===== config.mk =====
export PLATFORM = sky130hd
export DESIGN_NAME = legacy_mem_decoder
export DESIGN_NICKNAME = d
export VERILOG_FILES = /design/src/rtl/lmad_pkg.sv /design/src/rtl/lmad_cfg_regs.sv /design/src/rtl/lmad_region_dec.sv /design/src/rtl/lmad_policy.sv /design/src/rtl/legacy_mem_decoder.sv
export SDC_FILE = /design/constraint.sdc
export NUM_CORES = 1
export LEC_CHECK = 0
export ABC_AREA = 1
export CORE_AREA = 2 2 67 69
export DETAILED_ROUTE_END_ITERATION = 12
export DIE_AREA = 0 0 69 71
export GPL_ROUTABILITY_DRIVEN = 0
export GPL_TIMING_DRIVEN = 0
export SYNTH_ARGS = -nofsm -noshare
export SYNTH_HDL_FRONTEND = slang
export SYNTH_SLANG_ARGS = --single-unit

===== constraint.sdc =====
create_clock -name clk -period 1.15 [get_ports clk]
set_input_delay 0.23 -clock clk [delete_from_list [all_inputs] [get_ports clk]]
set_output_delay 0.23 -clock clk [all_outputs]
set_load 0.005 [all_outputs]

===== src/rtl/lmad_pkg.sv =====
package lmad_pkg;

    // Two-bit shadow attribute encoding
    typedef enum logic [1:0] {
        ATTR_BUS0 = 2'd0,
        ATTR_ROM  = 2'd1,
        ATTR_BUS2 = 2'd2,
        ATTR_RAM  = 2'd3
    } attr_e;

    // Region kinds inside the first megabyte
    typedef enum logic [1:0] {
        RGN_LOW   = 2'd0,
        RGN_VIDEO = 2'd1,
        RGN_SEG   = 2'd2,
        RGN_HIGH  = 2'd3
    } region_e;

    // Configuration offsets (decoded by software, so kept fixed)
    localparam logic [7:0] OFS_HIGH     = 8'h59;
    localparam logic [7:0] OFS_SEG_BASE = 8'h5A;
    localparam logic [7:0] OFS_GATE     = 8'h72;
    localparam logic [7:0] GATE_RESET   = 8'h02;

    // Bit positions inside the gating byte
    localparam int GATE_OPEN_BIT = 6;
    localparam int GATE_SMM_BIT  = 3;

    // Bit position of the high-region attribute
    localparam int HIGH_ATTR_LSB = 4;

endpackage


===== src/rtl/lmad_cfg_regs.sv =====
module lmad_cfg_regs
    import lmad_pkg::*;
#(
    parameter int SEG_COUNT = 12
) (
    input  logic                        clk,
    input  logic                        rst_n,
    input  logic                        cfg_we,
    input  logic [7:0]                  cfg_addr,
    input  logic [7:0]                  cfg_wdata,
    output attr_e                       high_attr,
    output logic [SEG_COUNT-1:0][1:0]   seg_attr,
    output logic                        gate_open,
    output logic                        gate_smm
);

    localparam int SEG_BYTES = (SEG_COUNT + 1) / 2;

    logic [7:0]                 high_byte;
    logic [SEG_BYTES-1:0][7:0]  seg_bytes;
    logic [7:0]                 gate_byte;
    logic [SEG_BYTES-1:0]       seg_hit;
    logic                       high_hit;
    logic                       gate_hit;

    always_comb begin
        high_hit = cfg_we && (cfg_addr == OFS_HIGH);
        gate_hit = cfg_we && (cfg_addr == OFS_GATE);
        for (int j = 0; j < SEG_BYTES; j++) begin
            seg_hit[j] = cfg_we && (cfg_addr == OFS_SEG_BASE + 8'(j));
        end
    end

    always_ff @(posedge clk or negedge rst_n) begin
        if (!rst_n) begin
            high_byte <= '0;
            seg_bytes <= '0;
            gate_byte <= GATE_RESET;
        end else begin
            if (high_hit) begin
                high_byte <= cfg_wdata;
            end
            for (int j = 0; j < SEG_BYTES; j++) begin
                if (seg_hit[j]) begin
                    seg_bytes[j] <= cfg_wdata;
                end
            end
            if (gate_hit) begin
                gate_byte <= cfg_wdata;
            end
        end
    end

    // Two segments share a byte: even index in the low nibble
    for (genvar i = 0; i < SEG_COUNT; i++) begin : g_unpack
        assign seg_attr[i] = seg_bytes[i / 2][(i % 2) * 4 +: 2];
    end

    assign high_attr = attr_e'(high_byte[HIGH_ATTR_LSB +: 2]);
    assign gate_open = gate_byte[GATE_OPEN_BIT];
    assign gate_smm  = gate_byte[GATE_SMM_BIT];


    ignore_write_chk: assert property (@(posedge clk) disable iff (!rst_n)
        (cfg_we && !high_hit && !gate_hit && (seg_hit == '0))
        |=> ($stable(high_byte) && $stable(seg_bytes) && $stable(gate_byte)));


    gate_capture_chk: assert property (@(posedge clk) disable iff (!rst_n)
        (cfg_we && cfg_addr == OFS_GATE) |=> (gate_byte == $past(cfg_wdata)));


    high_capture_chk: assert property (@(posedge clk) disable iff (!rst_n)
        (cfg_we && cfg_addr == OFS_HIGH) |=> (high_byte == $past(cfg_wdata)));

endmodule


===== src/rtl/lmad_region_dec.sv =====
module lmad_region_dec
    import lmad_pkg::*;
#(
    parameter int ADDR_W        = 20,
    parameter int SEG_COUNT     = 12,
    parameter int SEG_SIZE_LOG2 = 14
) (
    input  logic [ADDR_W-1:0]               acc_addr,
    output region_e                         rgn,
    output logic [$clog2(SEG_COUNT)-1:0]    seg_idx
);

    localparam int SEG_IDX_W = $clog2(SEG_COUNT);

    // The top nibble of the first megabyte picks the region kind
    always_comb begin
        unique case (acc_addr[ADDR_W-1 -: 4])
            4'hA, 4'hB:       rgn = RGN_VIDEO;
            4'hC, 4'hD, 4'hE: rgn = RGN_SEG;
            4'hF:             rgn = RGN_HIGH;
            default:          rgn = RGN_LOW;
        endcase
    end

    // Segment base 0xC0000 has zeros in the index field
    assign seg_idx = acc_addr[SEG_SIZE_LOG2 +: SEG_IDX_W];

endmodule


===== src/rtl/lmad_policy.sv =====
module lmad_policy
    import lmad_pkg::*;
#(
    parameter int SEG_COUNT = 12
) (
    input  logic                            clk,
    input  logic                            rst_n,
    input  region_e                         rgn,
    input  logic [$clog2(SEG_COUNT)-1:0]    seg_idx,
    input  logic [SEG_COUNT-1:0][1:0]       seg_attr,
    input  attr_e                           high_attr,
    input  logic                            gate_open,
    input  logic                            gate_smm,
    input  logic                            smm_active,
    input  logic                            acc_write,
    output logic                            dram_sel,
    output logic                            wr_ok
);

    localparam int SEG_IDX_W = $clog2(SEG_COUNT);
    localparam logic [SEG_IDX_W:0] SEG_LIM = (SEG_IDX_W + 1)'(SEG_COUNT);

    attr_e seg_sel;
    logic  mapped;
    logic  writable;

    always_comb begin
        if ({1'b0, seg_idx} < SEG_LIM) begin
            seg_sel = attr_e'(seg_attr[seg_idx]);
        end else begin
            seg_sel = ATTR_BUS0;
        end
    end

    always_comb begin
        unique case (rgn)
            RGN_LOW: begin
                mapped   = 1'b1;
                writable = 1'b1;
            end
            RGN_VIDEO: begin
                mapped   = gate_open || (smm_active && gate_smm);
                writable = mapped;
            end
            RGN_SEG: begin
                mapped   = (seg_sel == ATTR_ROM) || (seg_sel == ATTR_RAM);
                writable = (seg_sel == ATTR_RAM);
            end
            RGN_HIGH: begin
                mapped   = (high_attr == ATTR_ROM) || (high_attr == ATTR_RAM);
                writable = (high_attr == ATTR_RAM);
            end
        endcase
    end

    assign dram_sel = mapped && (!acc_write || writable);
    assign wr_ok    = mapped && writable;


    low_region_chk: assert property (@(posedge clk) disable iff (!rst_n)
        (rgn == RGN_LOW) |-> (dram_sel && wr_ok));


    ram_attr_chk: assert property (@(posedge clk) disable iff (!rst_n)
        (rgn == RGN_HIGH && high_attr == ATTR_RAM) |-> (dram_sel && wr_ok));


    rom_write_drop_chk: assert property (@(posedge clk) disable iff (!rst_n)
        (rgn == RGN_SEG && seg_sel == ATTR_ROM && acc_write) |-> (!dram_sel && !wr_ok));


    bus_attr_chk: assert property (@(posedge clk) disable iff (!rst_n)
        (rgn == RGN_HIGH && (high_attr == ATTR_BUS0 || high_attr == ATTR_BUS2))
        |-> (!dram_sel && !wr_ok));


    video_closed_chk: assert property (@(posedge clk) disable iff (!rst_n)
        (rgn == RGN_VIDEO && !gate_open && !(smm_active && gate_smm))
        |-> (!dram_sel && !wr_ok));

endmodule


===== src/rtl/legacy_mem_decoder.sv =====
module legacy_mem_decoder
    import lmad_pkg::*;
#(
    parameter int ADDR_W        = 20,
    parameter int SEG_COUNT     = 12,
    parameter int SEG_SIZE_LOG2 = 14
) (
    input  logic               clk,
    input  logic               rst_n,
    input  logic               cfg_we,
    input  logic [7:0]         cfg_addr,
    input  logic [7:0]         cfg_wdata,
    input  logic               smm_active,
    input  logic [ADDR_W-1:0]  acc_addr,
    input  logic               acc_write,
    output logic               dram_sel,
    output logic               wr_ok
);

    localparam int SEG_IDX_W = $clog2(SEG_COUNT);

    attr_e                      high_attr;
    logic [SEG_COUNT-1:0][1:0]  seg_attr;
    logic                       gate_open;
    logic                       gate_smm;
    region_e                    rgn;
    logic [SEG_IDX_W-1:0]       seg_idx;

    lmad_cfg_regs #(
        .SEG_COUNT (SEG_COUNT)
    ) u_regs (
        .clk       (clk),
        .rst_n     (rst_n),
        .cfg_we    (cfg_we),
        .cfg_addr  (cfg_addr),
        .cfg_wdata (cfg_wdata),
        .high_attr (high_attr),
        .seg_attr  (seg_attr),
        .gate_open (gate_open),
        .gate_smm  (gate_smm)
    );

    lmad_region_dec #(
        .ADDR_W        (ADDR_W),
        .SEG_COUNT     (SEG_COUNT),
        .SEG_SIZE_LOG2 (SEG_SIZE_LOG2)
    ) u_dec (
        .acc_addr (acc_addr),
        .rgn      (rgn),
        .seg_idx  (seg_idx)
    );

    lmad_policy #(
        .SEG_COUNT (SEG_COUNT)
    ) u_pol (
        .clk        (clk),
        .rst_n      (rst_n),
        .rgn        (rgn),
        .seg_idx    (seg_idx),
        .seg_attr   (seg_attr),
        .high_attr  (high_attr),
        .gate_open  (gate_open),
        .gate_smm   (gate_smm),
        .smm_active (smm_active),
        .acc_write  (acc_write),
        .dram_sel   (dram_sel),
        .wr_ok      (wr_ok)
    );


    wr_ok_claim_chk: assert property (@(posedge clk) disable iff (!rst_n)
        wr_ok |-> dram_sel);

endmodule


# == Yosys cells after proc, flatten, opt, wreduce, memory -nomap -nowiden ==
# Index checks and enable logic that the tools add are counted.
# Widths: inputs -> output; s select.
# word_totals
romBits,0
register_bits,49
word_cells,56
memories,0
out_inout_bits,2
input_bits,41
latch_bits,0
ramBits,0
# op_classes
mux,6
reduce_logical,19
order_cmp,2
addsub,0
n_eq_ne,21
n_bitwise,0
div_mod_pow,0
mul,0
n_shift,0
# ops
operator,count
$eq 8x7->1 const B,8
$eq 4x4->1 const B,6
$logic_and 1x1->1,11
$bmux 2 s4,1
$eq 2x2->1 const B,4
$pmux 1 s4,2
$eq 2x1->1 const B,3
$pmux 2 s3,1
$lt 4x5->1 const B,1
$logic_or 1x1->1,4
$lt 4x4->1 const B,1
$mux 2,2
$reduce_or 3->1,1
$logic_not 2->1,1
$reduce_or 2->1,1
$logic_not 1->1,1

# == Longest topological paths before layout ==
# logic_depth
depth_word,7
mapped_depth,10
ltp_nobuf,10

# == Hierarchy ==
# A second synthesis with hierarchy kept.
# hier_totals
hier_cells,237
hier_area_um2,1720.4
# by_module_without_submodules
module,area_each_um2,instances,seq_area_each_um2,cells_each
lmad_cfg_regs,1305.0,1,700.7,150
lmad_policy,361.6,1,0.0,78
lmad_region_dec,53.8,1,0.0,9

# == Least setup slack after synthesis ==
# OpenSTA, ideal clock, no wires.
# synth_path
path_kind,input to output
startpoint,input acc_addr[14]
endpoint,output dram_sel
t_arrival_ps,951
path_stages,10
n_path_buf,1
path_slack_ps,-31
path_cell_list,inv_1 buf_2 nand2_1 nand3_1 nand3_1 nand3_1 nand2_1 inv_1 nand2_1 nand3_1
# synth_between
elab_chain_cells,7
word_cells_on_any_way,11
cone_classes,order compare: 1; eq/ne: 2; mux: 5; reduce/logical: 3
# synth_rtl
element,line_no,text
"start, declared",legacy_mem_decoder.sv:14,"input logic [ADDR_W-1:0] acc_addr,"
$bmux 2 s4,lmad_policy.sv:29,seg_sel = attr_e'(seg_attr[seg_idx]);
$mux 2 (implied by the code),lmad_policy.sv:29,
$mux 2 *,lmad_policy.sv:28,"if ({1'b0, seg_idx} < SEG_LIM) begin"
$eq 2x1->1 or $eq 2x2->1 (tied branches),"lmad_policy.sv:46, lmad_policy.sv:47",
$logic_or 1x1->1 or $pmux 1 s4 (tied branches),"lmad_policy.sv:46, lmad_policy.sv:36",
$pmux 1 s4 or $logic_or 1x1->1 (tied branches),"lmad_policy.sv:36, lmad_policy.sv:56",
$logic_and 1x1->1 *,lmad_policy.sv:56,assign dram_sel = mapped && (!acc_write || writable);
"end, declared",legacy_mem_decoder.sv:16,"output logic dram_sel,"
# Every way passes the cells marked *; elsewhere a longest branch is shown, timed or not. The select of a mux whose other input is x is not followed.

# == Worst setup path after layout ==
# layout_path
startpoint,register u_regs.seg_bytes (netlist bit u_regs.seg_attr[8])
endpoint,output dram_sel
# layout_between
elab_chain_cells,7
word_cells_on_any_way,10
cone_classes,eq/ne: 2; mux: 5; reduce/logical: 3
# layout_rtl
element,line_no,text
"start, declared",lmad_cfg_regs.sv:20,logic [SEG_BYTES-1:0][7:0] seg_bytes;
"start signal, assigned by index",lmad_cfg_regs.sv:45,seg_bytes[j] <= cfg_wdata;
$bmux 2 s4 *,lmad_policy.sv:29,
$mux 2 (implied by the code) *,lmad_policy.sv:29,
$mux 2 *,lmad_policy.sv:28,
$eq 2x1->1 or $eq 2x2->1 (tied branches),"lmad_policy.sv:46, lmad_policy.sv:47",
$logic_or 1x1->1 or $pmux 1 s4 (tied branches),"lmad_policy.sv:46, lmad_policy.sv:36",
$pmux 1 s4 or $logic_or 1x1->1 (tied branches),"lmad_policy.sv:36, lmad_policy.sv:56",
$logic_and 1x1->1 *,lmad_policy.sv:56,
# Marked as above.

==> results.cfg <==
[cells_and_area]
num_antenna_cells = 0
area_of_combinational_cells_with_multiple_inputs_um2 = 689.4
commonest_non_fill_non_tap_cells_in_the_layout = nand2_1 (65), dfrtp_1 (28), o21ai_0 (23)
fillerInstances = 459
layout_commonest_cell = nand2_1
final-seq-area_um2 = 700.7
areaGrowthSynthToFinish_pct = 32.60
final_non_filler_cells = 279
postLayoutCoreUtil_pct = 44.79
layout-drive-gt1-share_pct = 18.50
layout.nets = 269

[setup_path]
cp.buffers_inverters = 2
setup.worst_path.start_class = flip-flop
crit_path_frequent_cell = nand3_1
cpMaxStageDelayCell = dfrtp_1
endpoint_kind = output pin
cp_top_family = simple AND/OR/NAND/NOR gates
critical_path.max_stage_delay_ns = 0.40
required_arrival_time_at_the_worst_endpoint_ns = 0.92
cell_by_cell_trace_of_the_critical_path = nand2_1 -> nand3_1 -> nand3_1 -> nand3_1 -> nand2_2 -> inv_1 -> nand2_1 -> nand3_1 -> buf_2
critical_path_arrival_ns = 1.38
critPathMaxFanout = 2
critPathKind = reg -> out

[routing]
detail_route.iter0.violations = 71
vias = 1299
detail_route.wirelength_um = 3372
drt-wirelength-per-cell_um = 12.09
avgViaCountPerCell = 4.656
final_antenna_net_count = 0
detailed_routing_iteration_count_for_the_pre_antenna_repair_pass = 4
drcViolationCount = 0

[timing]
worst_pin_slew_ns = 0.6362
timing.final.crit_period_ns = 1.605
post-route-worst-setup-slack_ns = -0.4551
worst_clock_skew_ns = 0
final_min_period_over_clock_period_pct = 139.6
fin_hold_ws_ns = -0.04119
grt_setup_unrepaired = yes
max_freq_mhz = 623.0
report.final.hold_viol_count = 28
maxSlewHeadroom_pct = 57.59
setup_viol_count_final = 2
timing_max_transition_violations_final = 0

[yosys]
synth_top_family_by_area = simple AND/OR/NAND/NOR gates
yosys_warnings = 0
synth.distinct_cells = 13
synthesis.area_um2 = 1420
synthXorXnorAreaFrac_pct = 0
synth_adder_area_share_pct = 0
post_synth_main_area_contributors = dfrtp_1 (49%), nand2_1 (20%), o21ai_0 (9.2%)
synthesized_area_fraction_occupied_by_ao_oa_aoi_and_oai_cells_pct = 10.31
synthMuxAreaShare_pct = 0
synth_largest_area_cell = dfrtp_1
seq_area_frac_synth_pct = 49.34
yosys_register_bits = 28
simple_logic_cell_fraction_of_the_synthesized_area_pct = 33.83
synthesis.area_per_instance_um2 = 7.474
synth.top_cell.area_share_pct = 49.34
synthesis.nets = 231
postSynthCellCount = 190

[clock_network]
max-clock-path-buffers = 2
cts.hold.buffers_added = 0
cts-buffers-inserted = 3
insertion_delay_ns = 0.27
clock_tree_from_tritoncts = done
cts-htree-levels = 1
path_clk_slew_ns = 0.10
cts_sinks = 28
clk_root_buffer_cell = clkbuf_8

[outcome]
violated_checks = hold timing, setup timing
run_status = complete, but fails checks

[die]
top_level_ports = 43
dieArea_um2 = 4899
overall_die_width_um = 69
floorplan.rows = 24
fp.coreArea_um2 = 4204
initial_utilization_pct = 33.78
chipHeight_um = 71

[placement]
port-buffer-count = 26
dpl.hpwl_um = 2391
dpl_worst_slack_ns = -1.162
post-place-cells = 268

[global_route]
grt_overflow_total = 0
initial_antenna_violation_count = 0
grt_max_degree = 29
groute.usage.overall_pct = 14.42
first_pass_grt_wire_length_um = 5609
first_global_vias = 1192

[power]
vdd_drop_max_mv = 0.3882
totalPowerFinal_mw = 1.969
power.density_nw_per_um2 = 1046
cellLeakagePower_nw = 0.9231

[run]
timing.max_cap.violations = 0

[worst_hold_path]
worstHoldPathType = in -> async
[flip-flops by register name (all words and copies together), names as in the netlist]
name              count
u_regs.high_byte      2
u_regs.gate_byte      2
u_regs.seg_attr      24
[path summary, 6_finish.rpt]
path                                                    to  depth (start not counted)  slack (ns)                       startpoint
max                                               dram_sel                          9       -0.46   u_regs.seg_attr[8]$_DFFE_PN0P_
min                        u_regs.seg_attr[14]$_DFFE_PN0P_                          1       -0.04                            rst_n
max reg2reg                 u_regs.seg_attr[6]$_DFFE_PN0P_                          3        0.39   u_regs.seg_attr[6]$_DFFE_PN0P_
min reg2reg                u_regs.gate_byte[3]$_DFFE_PN0P_                          2        0.48  u_regs.gate_byte[3]$_DFFE_PN0P_
max in group asynchronous  u_regs.high_byte[5]$_DFFE_PN0P_                          1        0.78                            rst_n
min in group clk           u_regs.gate_byte[6]$_DFFE_PN0P_                          4        0.27                      cfg_addr[3]
[cell type report]
cell class                 instances  area share, %
inverter                          22          4.385
buffer                             2          1.196
clock buffer                       4          2.924
timing repair buffer              33          14.22
multi-input combinational        138          36.61
tap                               52          3.455
sequential                        28          37.21
[stage by stage]
stage                     TNS [ns]  area, um^2  hold slack [ns]
after floorplan                  0        1423         -0.06559
after global placement      -34.64        1748           0.4592
after detailed placement    -35.27        1748           0.4601
after CTS                  -0.9080        1888           0.3473
after global routing        -1.210        1883         0.003263
final                      -0.8918        1883         -0.04119
[synth_stat cells]
library cell / n
a31oi_1: 1
nand3_1: 24
and3_2: 1
o21ai_0: 26
nor3b_2: 2
nor2_1: 6
nor4_4: 1
inv_1: 22
dfrtp_1: 28
nand2_1: 74
nand4_1: 1
a21oi_1: 2
buf_2: 2
[power by group]
part / leakage, nW / internal [mW] / switching, mW
logic: 0.508 / 0.132 / 0.162
clock network: 0.0288 / 0.307 / 0.312
registers: 0.386 / 1.03 / 0.0261
total: 0.923 / 1.47 / 0.500
[routing by layer]
layer  global-route usage (%)  share of wire [%]  up-vias
met4                    5.229                1.7        0
met1                    19.93                 48      589
met3                    1.709                3.3        5
li1                         -                  -      684
met5                        0                  0        -
met2                    23.50                 47       21
[cell families after synthesis]
family / Yosys count
AOI/OAI and AO/OA: 29
buffers and inverters: 24
DFF: 28
and+or+nand+nor: 109
[what timing repair did]
| item | in CTS | in global routing |
|---|---|---|
| gates cloned | 1 | 0 |
| setup endpoints to repair | 58 | 27 |
| pin swaps | 14 | 13 |
| buffers inserted | 5 | 1 |
| resized for setup | 52 | 14 |
Power figures use the tool's default switching activity.
